===== src/rtl/vbus_pkg.sv =====
package vbus_pkg;
  localparam int unsigned VADDR_W = 15;
  localparam int unsigned BADDR_W = 14;
  localparam int unsigned DATA_W  = 8;
  localparam int unsigned PAL_W   = 5;
  localparam logic [BADDR_W-1:0] PAL_BASE = 14'h3F00;

  typedef enum logic [1:0] {
    SEL_CTRL = 2'd0,
    SEL_ADDR = 2'd1,
    SEL_DATA = 2'd2,
    SEL_NONE = 2'd3
  } cpu_sel_e;

  typedef enum logic [1:0] {
    FK_NONE = 2'd0,
    FK_NT   = 2'd1,
    FK_AT   = 2'd2
  } fetch_kind_e;

  function automatic logic [BADDR_W-1:0] nt_fetch_addr(input logic [VADDR_W-1:0] v);
    return 14'h2000 | {2'b00, v[11:0]};
  endfunction

  function automatic logic [BADDR_W-1:0] at_fetch_addr(input logic [VADDR_W-1:0] v);
    return 14'h23C0 | {2'b00, v[11:10], 10'b0} | {8'b0, v[9:7], 3'b0} | {11'b0, v[4:2]};
  endfunction
endpackage


===== src/rtl/vbus_addr_reg.sv =====
module vbus_addr_reg
  import vbus_pkg::*;
#(
  parameter int LOAD_DELAY = 3
) (
  input  logic               clk,
  input  logic               rst,
  input  logic               cpu_wr,
  input  cpu_sel_e           sel,
  input  logic [DATA_W-1:0]  wdata,
  input  logic               inc_now,
  output logic [VADDR_W-1:0] vaddr,
  output logic               upd_valid,
  output logic [VADDR_W-1:0] upd_addr
);
  localparam int DLY_W = $clog2(LOAD_DELAY + 1);
  localparam int HI_W  = BADDR_W - DATA_W;

  logic [HI_W-1:0]    hi_q;
  logic               second_q;
  logic [VADDR_W-1:0] pend_q;
  logic [DLY_W-1:0]   dly_q;
  logic               vstep_q;
  logic               load_done;
  logic [VADDR_W-1:0] step;
  logic               addr_wr;

  assign addr_wr   = cpu_wr && (sel == SEL_ADDR);
  assign load_done = (dly_q == DLY_W'(1));
  assign step      = vstep_q ? VADDR_W'(32) : VADDR_W'(1);
  assign upd_valid = load_done | inc_now;
  assign upd_addr  = load_done ? pend_q : (vaddr + step);

  always_ff @(posedge clk) begin
    if (rst) begin
      vaddr    <= '0;
      hi_q     <= '0;
      second_q <= 1'b0;
      pend_q   <= '0;
      dly_q    <= '0;
      vstep_q  <= 1'b0;
    end else begin
      if (upd_valid) vaddr <= upd_addr;
      if (addr_wr && second_q) begin
        pend_q <= {1'b0, hi_q, wdata};
        dly_q  <= DLY_W'(LOAD_DELAY);
      end else if (dly_q != '0) begin
        dly_q <= dly_q - DLY_W'(1);
      end
      if (addr_wr) begin
        second_q <= ~second_q;
        if (!second_q) hi_q <= wdata[HI_W-1:0];
      end
      if (cpu_wr && (sel == SEL_CTRL)) vstep_q <= wdata[2];
    end
  end
endmodule


===== src/rtl/vbus_fetch_sched.sv =====
module vbus_fetch_sched
  import vbus_pkg::*;
#(
  parameter int LINE_W    = 9,
  parameter int DOT_W     = 9,
  parameter int VIS_LINES = 240,
  parameter int PRE_LINE  = 261,
  parameter int NT_LAST   = 329,
  parameter int AT_LAST   = 331,
  parameter int TAIL_NT_A = 337,
  parameter int TAIL_NT_B = 339
) (
  input  logic [LINE_W-1:0] scanline,
  input  logic [DOT_W-1:0]  dot,
  input  logic              render_en,
  input  logic              odd_frame,
  input  logic              short_mode,
  output logic              active,
  output fetch_kind_e       kind,
  output logic              skip_req
);
  localparam int N_TAIL = 2;
  localparam logic [DOT_W-1:0] TAIL_DOTS [N_TAIL] = '{DOT_W'(TAIL_NT_A), DOT_W'(TAIL_NT_B)};

  logic [2:0]        phase;
  logic [N_TAIL-1:0] tail_hit;
  logic              nt_hit;
  logic              at_hit;
  logic              pre_line;

  assign phase    = dot[2:0];
  assign pre_line = (scanline == LINE_W'(PRE_LINE));
  assign active   = render_en && ((scanline < LINE_W'(VIS_LINES)) || pre_line);

  for (genvar i = 0; i < N_TAIL; i++) begin : g_tail
    assign tail_hit[i] = (dot == TAIL_DOTS[i]);
  end

  assign nt_hit = ((phase == 3'd1) && (dot <= DOT_W'(NT_LAST))) || (|tail_hit);
  assign at_hit = (phase == 3'd3) && (dot <= DOT_W'(AT_LAST));

  always_comb begin
    kind = FK_NONE;
    if (active) begin
      if (nt_hit)      kind = FK_NT;
      else if (at_hit) kind = FK_AT;
    end
  end

  assign skip_req = render_en && pre_line && (dot == DOT_W'(TAIL_NT_B)) && odd_frame && short_mode;
endmodule


===== src/rtl/vbus_bus_ctrl.sv =====
module vbus_bus_ctrl
  import vbus_pkg::*;
(
  input  logic               clk,
  input  logic               rst,
  input  logic               active,
  input  fetch_kind_e        kind,
  input  logic [VADDR_W-1:0] vaddr,
  input  logic               upd_valid,
  input  logic [VADDR_W-1:0] upd_addr,
  input  logic               cpu_rd,
  input  logic               cpu_wr,
  input  cpu_sel_e           sel,
  input  logic [DATA_W-1:0]  wdata,
  input  logic [DATA_W-1:0]  mem_rdata,
  input  logic [DATA_W-1:0]  pal_rdata,
  input  logic               skip_req,
  output logic [BADDR_W-1:0] bus_addr,
  output logic               bus_chg,
  output logic [BADDR_W-1:0] mem_addr,
  output logic               mem_rd,
  output logic               mem_wr,
  output logic [DATA_W-1:0]  mem_wdata,
  output logic [DATA_W-1:0]  cpu_rdata,
  output logic               skip_dot,
  output logic               inc_now
);
  logic               fetch;
  logic [BADDR_W-1:0] faddr;
  logic               data_rd;
  logic               data_wr;
  logic               cpu_op;
  logic               bus_load;
  logic [BADDR_W-1:0] bus_next;
  logic               refill_q;
  logic [DATA_W-1:0]  rbuf_q;
  logic               pal_zone;

  assign fetch    = (kind != FK_NONE);
  assign faddr    = (kind == FK_AT) ? at_fetch_addr(vaddr) : nt_fetch_addr(vaddr);
  assign data_wr  = cpu_wr && (sel == SEL_DATA);
  assign data_rd  = cpu_rd && !cpu_wr && (sel == SEL_DATA);
  assign cpu_op   = (data_rd || data_wr) && !fetch;
  assign bus_load = fetch || (upd_valid && !active);
  assign bus_next = fetch ? faddr : upd_addr[BADDR_W-1:0];
  assign pal_zone = (vaddr[BADDR_W-1:0] >= PAL_BASE);

  always_ff @(posedge clk) begin
    if (rst) begin
      bus_addr  <= '0;
      bus_chg   <= 1'b0;
      mem_addr  <= '0;
      mem_rd    <= 1'b0;
      mem_wr    <= 1'b0;
      mem_wdata <= '0;
      cpu_rdata <= '0;
      skip_dot  <= 1'b0;
      inc_now   <= 1'b0;
      refill_q  <= 1'b0;
      rbuf_q    <= '0;
    end else begin
      bus_chg <= bus_load;
      if (bus_load) bus_addr <= bus_next;

      if (fetch)       mem_addr <= faddr;
      else if (cpu_op) mem_addr <= bus_addr;
      else if (bus_load) mem_addr <= bus_next;

      mem_rd <= fetch || data_rd;
      mem_wr <= data_wr && !fetch;
      if (data_wr) mem_wdata <= wdata;

      inc_now  <= data_rd || data_wr;
      refill_q <= data_rd && !fetch;
      if (refill_q) rbuf_q <= mem_rdata;
      if (data_rd) cpu_rdata <= pal_zone ? pal_rdata : rbuf_q;

      skip_dot <= skip_req;
    end
  end
endmodule


===== src/rtl/vbus_addr_ctrl.sv =====
module vbus_addr_ctrl
  import vbus_pkg::*;
#(
  parameter int LOAD_DELAY = 3,
  parameter int LINE_W     = 9,
  parameter int DOT_W      = 9,
  parameter int VIS_LINES  = 240,
  parameter int PRE_LINE   = 261
) (
  input  logic               clk,
  input  logic               rst,
  input  logic [1:0]         cpu_sel,
  input  logic               cpu_rd,
  input  logic               cpu_wr,
  input  logic [DATA_W-1:0]  cpu_wdata,
  output logic [DATA_W-1:0]  cpu_rdata,
  input  logic [LINE_W-1:0]  scanline,
  input  logic [DOT_W-1:0]   dot,
  input  logic               render_en,
  input  logic               odd_frame,
  input  logic               short_mode,
  output logic               skip_dot,
  output logic [BADDR_W-1:0] bus_addr,
  output logic               bus_chg,
  output logic [BADDR_W-1:0] mem_addr,
  output logic               mem_rd,
  output logic               mem_wr,
  output logic [DATA_W-1:0]  mem_wdata,
  input  logic [DATA_W-1:0]  mem_rdata,
  output logic [PAL_W-1:0]   pal_idx,
  input  logic [DATA_W-1:0]  pal_rdata
);
  cpu_sel_e           sel;
  logic [VADDR_W-1:0] vaddr;
  logic               upd_valid;
  logic [VADDR_W-1:0] upd_addr;
  logic               inc_now;
  logic               sched_active;
  fetch_kind_e        sched_kind;
  logic               skip_req;
  logic               fetch_any;

  assign sel       = cpu_sel_e'(cpu_sel);
  assign pal_idx   = vaddr[PAL_W-1:0];
  assign fetch_any = (sched_kind != FK_NONE);

  vbus_addr_reg #(.LOAD_DELAY(LOAD_DELAY)) u_areg (
    .clk(clk), .rst(rst), .cpu_wr(cpu_wr), .sel(sel), .wdata(cpu_wdata),
    .inc_now(inc_now), .vaddr(vaddr), .upd_valid(upd_valid), .upd_addr(upd_addr)
  );

  vbus_fetch_sched #(
    .LINE_W(LINE_W), .DOT_W(DOT_W), .VIS_LINES(VIS_LINES), .PRE_LINE(PRE_LINE)
  ) u_sched (
    .scanline(scanline), .dot(dot), .render_en(render_en), .odd_frame(odd_frame),
    .short_mode(short_mode), .active(sched_active), .kind(sched_kind), .skip_req(skip_req)
  );

  vbus_bus_ctrl u_bus (
    .clk(clk), .rst(rst), .active(sched_active), .kind(sched_kind), .vaddr(vaddr),
    .upd_valid(upd_valid), .upd_addr(upd_addr), .cpu_rd(cpu_rd), .cpu_wr(cpu_wr),
    .sel(sel), .wdata(cpu_wdata), .mem_rdata(mem_rdata), .pal_rdata(pal_rdata),
    .skip_req(skip_req), .bus_addr(bus_addr), .bus_chg(bus_chg), .mem_addr(mem_addr),
    .mem_rd(mem_rd), .mem_wr(mem_wr), .mem_wdata(mem_wdata), .cpu_rdata(cpu_rdata),
    .skip_dot(skip_dot), .inc_now(inc_now)
  );
endmodule


===== config.mk =====
export PLATFORM = sky130hd
export DESIGN_NAME = vbus_addr_ctrl
export DESIGN_NICKNAME = d
export VERILOG_FILES = /design/src/rtl/vbus_pkg.sv /design/src/rtl/vbus_addr_reg.sv /design/src/rtl/vbus_fetch_sched.sv /design/src/rtl/vbus_bus_ctrl.sv /design/src/rtl/vbus_addr_ctrl.sv
export SDC_FILE = /design/constraint.sdc
export NUM_CORES = 1
export LEC_CHECK = 0
export BUFFER_PORTS_ARGS = -buffer_cell sky130_fd_sc_hd__buf_4
export CELL_PAD_IN_SITES_DETAIL_PLACEMENT = 0
export CELL_PAD_IN_SITES_GLOBAL_PLACEMENT = 1
export CORE_ASPECT_RATIO = 0.9
export CORE_UTILIZATION = 36
export CTS_BUF_LIST = sky130_fd_sc_hd__clkbuf_16
export DETAILED_ROUTE_END_ITERATION = 8
export GPL_ROUTABILITY_DRIVEN = 0
export PLACE_DENSITY = 0.88
export SYNTH_ARGS = -nofsm -noshare
export SYNTH_HDL_FRONTEND = slang
export SYNTH_SLANG_ARGS = --single-unit

===== constraint.sdc =====
create_clock -name clk -period 2.35 [get_ports clk]
set_clock_uncertainty 0.1 [all_clocks]
set_input_delay 0.705 -clock clk [delete_from_list [all_inputs] [get_ports clk]]
set_output_delay 0.705 -clock clk [all_outputs]
set_load 0.005 [all_outputs]

======== After elaboration in Yosys (flattened, before gate mapping) ========
Index checks and enable logic that the tools add are counted.
word-level totals
  flip-flop bits (word level) ............. 97
  memories kept ........................... 0
  bits in writable memories ............... 0
  latch bits .............................. 0
  memory bits (read-only) ................. 0
  input bits .............................. 51
operators by class
  $mul .................................... 0
  muxes and demuxes ....................... 13
  reduce and logical (&&, ||, !) cells .... 32
  eq/ne operators ......................... 9
  bitwise gates (word level) .............. 4
  shift-type cells ........................ 0
  div/mod/pow operators ................... 0
  add/subtract/negate cells ............... 2
  $lt $le $gt $ge ......................... 4
operator list
  cell                                                        number
  two-way mux 14 bit                                          5
  == test 9 bit, second input constant                        3
  less-or-equal comparator 9 bit, second input constant       2
  logical AND 1 bit                                           17
  adder 15 bit                                                1
  two-way mux 15 bit                                          1
  greater-or-equal comparator 14 bit, second input constant   1
  bitwise OR 14 x 3 -> 14 bit                                 1
  bitwise OR 14 x 6 -> 14 bit                                 1
  two-way mux 2 bit                                           5
  less-than comparator 9 x 8 -> 1 bit, second input constant  1
  two-way mux 8 bit                                           1
  two-way mux 6 bit                                           1
  nonzero test 2 bit                                          3
  logical OR 1 bit                                            5
  == test 2 x 1 -> 1 bit, second input constant               2
  == test 2 bit, second input constant                        2
  == test 3 x 1 -> 1 bit, second input constant               1
  == test 3 x 2 -> 1 bit, second input constant               1
  zero test 1 bit                                             3
  nonzero test 3 bit                                          1
  zero test 2 bit                                             1
  AND reduction 2 bit                                         1
  OR reduction 2 bit                                          1
  other kinds (3)                                             3

======== Logic depth before layout (Yosys ltp) ========
  depth after elaboration ................. 11
  mapped depth ............................ 9
  depth with buffers taken out ............ 9

======== Cells and area by module ========
A second synthesis with hierarchy kept.
unflattened totals
  cells, all modules ...................... 577
  area, all modules ....................... 4822.1 µm²
modules (own cells, without submodules)
  module            area an instance (µm²)  seq. area each (µm²)  instances  cells an instance
  vbus_bus_ctrl     2648.8                  1161.1                1          303
  vbus_addr_reg     2035.7                  780.7                 1          256
  vbus_fetch_sched  137.6                   0.0                   1          18

======== Worst setup path before layout ========
Ideal clock, no wire load.
  path type ............................... input -> register
  start ................................... input port dot[7]
  end ..................................... register u_bus.bus_addr[9]
  library setup time ...................... 131 ps
  data required time ...................... 2119 ps
  path slack .............................. 5 ps
  data arrival time ....................... 2115 ps
  stages on the path ...................... 6
  cells stage by stage .................... nor4bb_1 -> nand3b_1 -> a2111o_1 -> or2_4 -> a221oi_1 -> nor3_1
on the way
  cells in the longest elaborated chain, start to end .. 8
  elaborated cells between the ends (all ways) .. 16
  those cells by class .................... order compare: 2; eq/ne: 3; mux: 5; reduce/logical: 6
ends and longest elaborated chain
  element                                                       line                                            RTL
  start: declaration                                            vbus_addr_ctrl.sv:18                            input logic [DOT_W-1:0] dot,
  less-or-equal comparator 9 bit (tied with other cells)        vbus_fetch_sched.sv:40                          assign at_hit = (phase == 3'd3) && (dot <= DOT_W'(AT_LAST));
  logical AND 1 bit (tied with other cells)                     vbus_fetch_sched.sv:40
  two-way mux 2 bit / logical OR 1 bit (equally long branches)  vbus_fetch_sched.sv:46, vbus_fetch_sched.sv:39
  two-way mux 2 bit (*)                                         vbus_fetch_sched.sv:45                          if (nt_hit) kind = FK_NT;
  two-way mux 2 bit (*)                                         vbus_fetch_sched.sv:44                          if (active) begin
  == test 2 bit                                                 vbus_bus_ctrl.sv:40                             assign faddr = (kind == FK_AT) ? at_fetch_addr(vaddr) : nt_fetch_addr(vaddr);
  two-way mux 14 bit                                            vbus_bus_ctrl.sv:40
  two-way mux 14 bit                                            vbus_bus_ctrl.sv:45                             assign bus_next = fetch ? faddr : upd_addr[BADDR_W-1:0];
  end signal: assignment                                        vbus_bus_ctrl.sv:63                             if (bus_load) bus_addr <= bus_next;
  end: declaration                                              vbus_bus_ctrl.sv:18                             output logic [BADDR_W-1:0] bus_addr,
Every way passes the cells marked *; elsewhere a longest branch is shown, timed or not.
A chain may end at the register's enable or synchronous reset.

======== Final worst setup path ========
Ends and elaborated chain as after synthesis.

==> flow_metrics.env <==
export IMPL_run_status="completed"
export IMPL_first_global_vias=4182
export IMPL_vias_per_cell=5.359
export IMPL_power_density_nw_per_um2=826.5
export IMPL_clk_latency_ns=0.34
export IMPL_synth_seq_cells=96
export IMPL_max_freq_ghz=0.4472
export IMPL_rr_startpoint="u_areg.vaddr[5]$_SDFFE_PP0N_"
export IMPL_seqCellArea_um2=1922
export IMPL_fp_dieH_um=108.8
export IMPL_vias=4507
export IMPL_synth_ff_type="dfxtp_1"
export IMPL_top_level_ports=104
export IMPL_grt_start_max_net_pins=32
export IMPL_yosys_area_share_xor_xnor_pct=2.304
export IMPL_syn_area_per_cell_um2=8.190
export IMPL_period_share_pct=95.16
export IMPL_grt_setup_unrepaired="true"
export IMPL_first_pass_iters=5
export IMPL_critPathTopFamily="compound AO/OA/AOI/OAI gates"
export IMPL_synth_top_family_by_area="simple AND/OR/NAND/NOR gates"
export IMPL_tritoncts="built"
export IMPL_p_switching_mw=1.609
export IMPL_yosys_mux_area_fraction_pct=5.513
export IMPL_dp_hpwl_um=9516
export IMPL_synthArstFlopShare_pct=0
export IMPL_crit_top_cell="buf_4"
export IMPL_postCtsSetupRepairBufs=0
export IMPL_fin_nets=732
export IMPL_dieArea_um2=13130
export IMPL_netlist_instances=557
export IMPL_diodes=0
export IMPL_power_mw=5.055
export IMPL_final_antenna_net_count=0
export IMPL_cp_required_ns=2.47
export IMPL_totalWireLength_um=12860
export IMPL_ys_seq_area_share_pct=42.13
export IMPL_startpoint="dot[7]"
export IMPL_r2r_setup_slack_ns=0.16
export IMPL_fin_area_um2=6116
export IMPL_critical_path_class="in -> reg"
export IMPL_slew_headroom_pct=64.24
export IMPL_internal_power_mw=3.446
export IMPL_swShare_pct=31.83
export IMPL_coreArea_um2=12220
export IMPL_synth_adder_area_share_pct=1.371
export IMPL_worstPathMaxFanout=5
export IMPL_maxCapViolations=0
export IMPL_hold_path_class="reg -> reg"
export IMPL_p_leak_nw=2.428
export IMPL_tightest_slew_ns=0.5357
export IMPL_synth_edf_count=0
export IMPL_drive_above_1_share_pct=28.49
export IMPL_r2r_end="u_areg.vaddr[10]$_SDFFE_PP0N_"
export IMPL_rows=38
export IMPL_setup_worst_path_start_class="input port"
export IMPL_synth_fp_nets=613
export IMPL_synth_distinct_cells=63
export IMPL_clock_path_buffers=2
export IMPL_fillCellCount=1162
export IMPL_rr_worst_depth=7
export IMPL_io_buffer_count=103
export IMPL_endpoint="u_bus.bus_addr[9]$_SDFFE_PP0P_"
export IMPL_cts_sinks=96
export IMPL_start_util_pct=37.33
export IMPL_post_dp_cell_area_um2=5764
export IMPL_antenna_found_initial=0
export IMPL_cp_num_cells=8
export IMPL_cts_buffers=9
export IMPL_hold_viol=0
export IMPL_seqPwrFrac_pct=39.4
export IMPL_clk_pin_slew_worst_paths_ns=0.07
export IMPL_vdd_ir_drop_worst_uv=415.6
export IMPL_slew_viol_final=0
export IMPL_multi_input_area_um2=2454
export IMPL_fp_dieW_um=120.7
export IMPL_path_cells="buf_4 -> buf_4 -> o21ai_0 -> nor2_1 -> a2111o_1 -> or2_4 -> a221oi_1 -> nor3_1"
export IMPL_synth_simple_area_share_pct=21.78
export IMPL_synth_compound_area_share_pct=21.61
export IMPL_area_growth_pct=34.06
export IMPL_drcViolationCount=0
export IMPL_hold_worst_slack_ns=0.3546
export IMPL_arrival_ns=2.35
export IMPL_layout_min_cycle_time_ns=2.236
export IMPL_drtIter0Drc=360
export IMPL_slowest_stage="a2111o_1"
export IMPL_combPwrFrac_pct=31.9
export IMPL_final_cell_count_no_fill=841
export IMPL_ys_warn_count=0
export IMPL_cpPeakStageDelay_ns=0.47
export IMPL_grt_ovfl_total=0
export IMPL_syn_cell_area_um2=4562
export IMPL_wl_per_cell_um=15.29
export IMPL_critPathCaptureType="register"
export IMPL_setup_viol=0
export IMPL_setup_tns_ns=0
export IMPL_crit_buf_inv=2
export IMPL_grt_pass1_wl_um=20400
export IMPL_htree_levels=3
export IMPL_clockRootBuffer="clkbuf_16"
export IMPL_place_inst=825
export IMPL_p_clk_share_pct=28.7
export IMPL_grt_use_total_pct=19.78
layer usage:
metal,vias to the layer above,routed length [µm],GRT usage (%)
met5,-,0,0
li1,2214,-,-
met1,2103,6036,27.21
met2,173,5722,30.87
met3,17,893,3.975
met4,0,205,6.702
registers in the layout, summed over array words and instances, names as in the netlist, 2 cells and up:
register,flops
u_bus.mem_addr,14
u_bus.mem_wdata,8
u_bus.cpu_rdata,8
u_bus.rbuf_q,8
u_areg.pend_q,14
u_areg.dly_q,2
u_areg.hi_q,6
u_bus.bus_addr,14
u_areg.vaddr,14
power by group through the flow:
stage | Combinational (mW) | Sequential [mW] | Clock, mW
6_report | 1.61 | 1.99 | 1.45
5_1_grt | 1.77 | 2.01 | 1.56
4_1_cts | 1.58 | 1.99 | 1.50
3_5_place_dp | 1.57 | 2.02 | 0
3_3_place_gp | 1.55 | 2.01 | 0
2_1_floorplan | 0.900 | 1.97 | 0
per-stage QoR:
| step | util (%) | worst slack [ns] |
|---|---|---|
| after floorplan | - | 0.004637 |
| after global placement | 47.17 | -0.2125 |
| after detailed placement | 47.17 | -0.2265 |
| after CTS | 49.60 | 0.001392 |
| after global routing | 50.05 | -0.003103 |
| final | 50.05 | 0.1137 |
tightest hold or removal path, delay by kind of cell (launching register included):
| kind | cells | cell delay (ns) |
|---|---|---|
| flops | 1 | 0.31 |
| compound gates | 1 | 0.05 |
| simple gates | 1 | 0.05 |
synthesized netlist by cell type (12+ instances only):
| library cell | number | area (µm²) |
|---|---|---|
| clkbuf_1 | 24 | 90.09 |
| o21ai_0 | 16 | 80.08 |
| buf_2 | 12 | 60.06 |
| nand3_1 | 20 | 100.1 |
| a21oi_1 | 55 | 275.3 |
| dfxtp_1 | 96 | 1922 |
| nor2_1 | 74 | 277.8 |
| nor3_1 | 13 | 65.06 |
| nand2_1 | 70 | 262.8 |
| mux2i_1 | 24 | 240.2 |
| a211oi_1 | 20 | 150.1 |
repair_timing:
| item | 4_1_cts | 5_1_grt |
|---|---|---|
| hold buffers | 0 | 0 |
| gates resized for setup | 0 | 12 |
| setup endpoints to repair | 0 | 16 |
| hold endpoints to repair | 0 | 0 |
cell usage in the layout (no fill, tap or decap), types with 9 or more instances in the layout:
| master | synthesis | final |
|---|---|---|
| buf_4 | 5 | 151 |
| dfxtp_1 | 96 | 96 |
| nor2_1 | 74 | 74 |
| nand2_1 | 70 | 70 |
| a21oi_1 | 55 | 54 |
| mux2i_1 | 24 | 24 |
| nand3_1 | 20 | 20 |
| a211oi_1 | 20 | 20 |
| o21ai_0 | 16 | 14 |
| nor3_1 | 13 | 13 |
| clkbuf_16 | 0 | 9 |
how the worst min path moves through the flow:
stage | startpoint | end | cells after the start
3_3_place_gp | u_bus.mem_wdata[2]$_SDFFE_PP0P_ | u_bus.mem_wdata[2]$_SDFFE_PP0P_ | 2
5_1_grt | u_areg.pend_q[12]$_SDFFE_PP0P_ | u_areg.pend_q[12]$_SDFFE_PP0P_ | 2
4_1_cts | u_areg.pend_q[9]$_SDFFE_PP0P_ | u_areg.pend_q[9]$_SDFFE_PP0P_ | 2
2_1_floorplan | u_areg.hi_q[0]$_SDFFE_PP0P_ | u_areg.pend_q[8]$_SDFFE_PP0P_ | 2
6_report | u_areg.pend_q[9]$_SDFFE_PP0P_ | u_areg.pend_q[9]$_SDFFE_PP0P_ | 2
3_5_place_dp | u_areg.pend_q[9]$_SDFFE_PP0P_ | u_areg.pend_q[9]$_SDFFE_PP0P_ | 2
layout make-up:
| class | count | area share (%) |
|---|---|---|
| timing repair buffer | 155 | 19.84 |
| tap | 160 | 3.273 |
| sequential | 96 | 31.42 |
| clock buffer | 9 | 3.682 |
| clock inverter | 7 | 1.166 |
| multi-input combinational | 406 | 40.12 |
| inverter | 8 | 0.4910 |
cell families after synthesis:
logic type,after synthesis
adders and majority gates,5
DFF,96
xor gates and xnor gates,12
buffers and inverters,55
muxes,25
and+or+nand+nor,217
AOI/OAI and AO/OA,147
(Power assumes the default switching activity.)
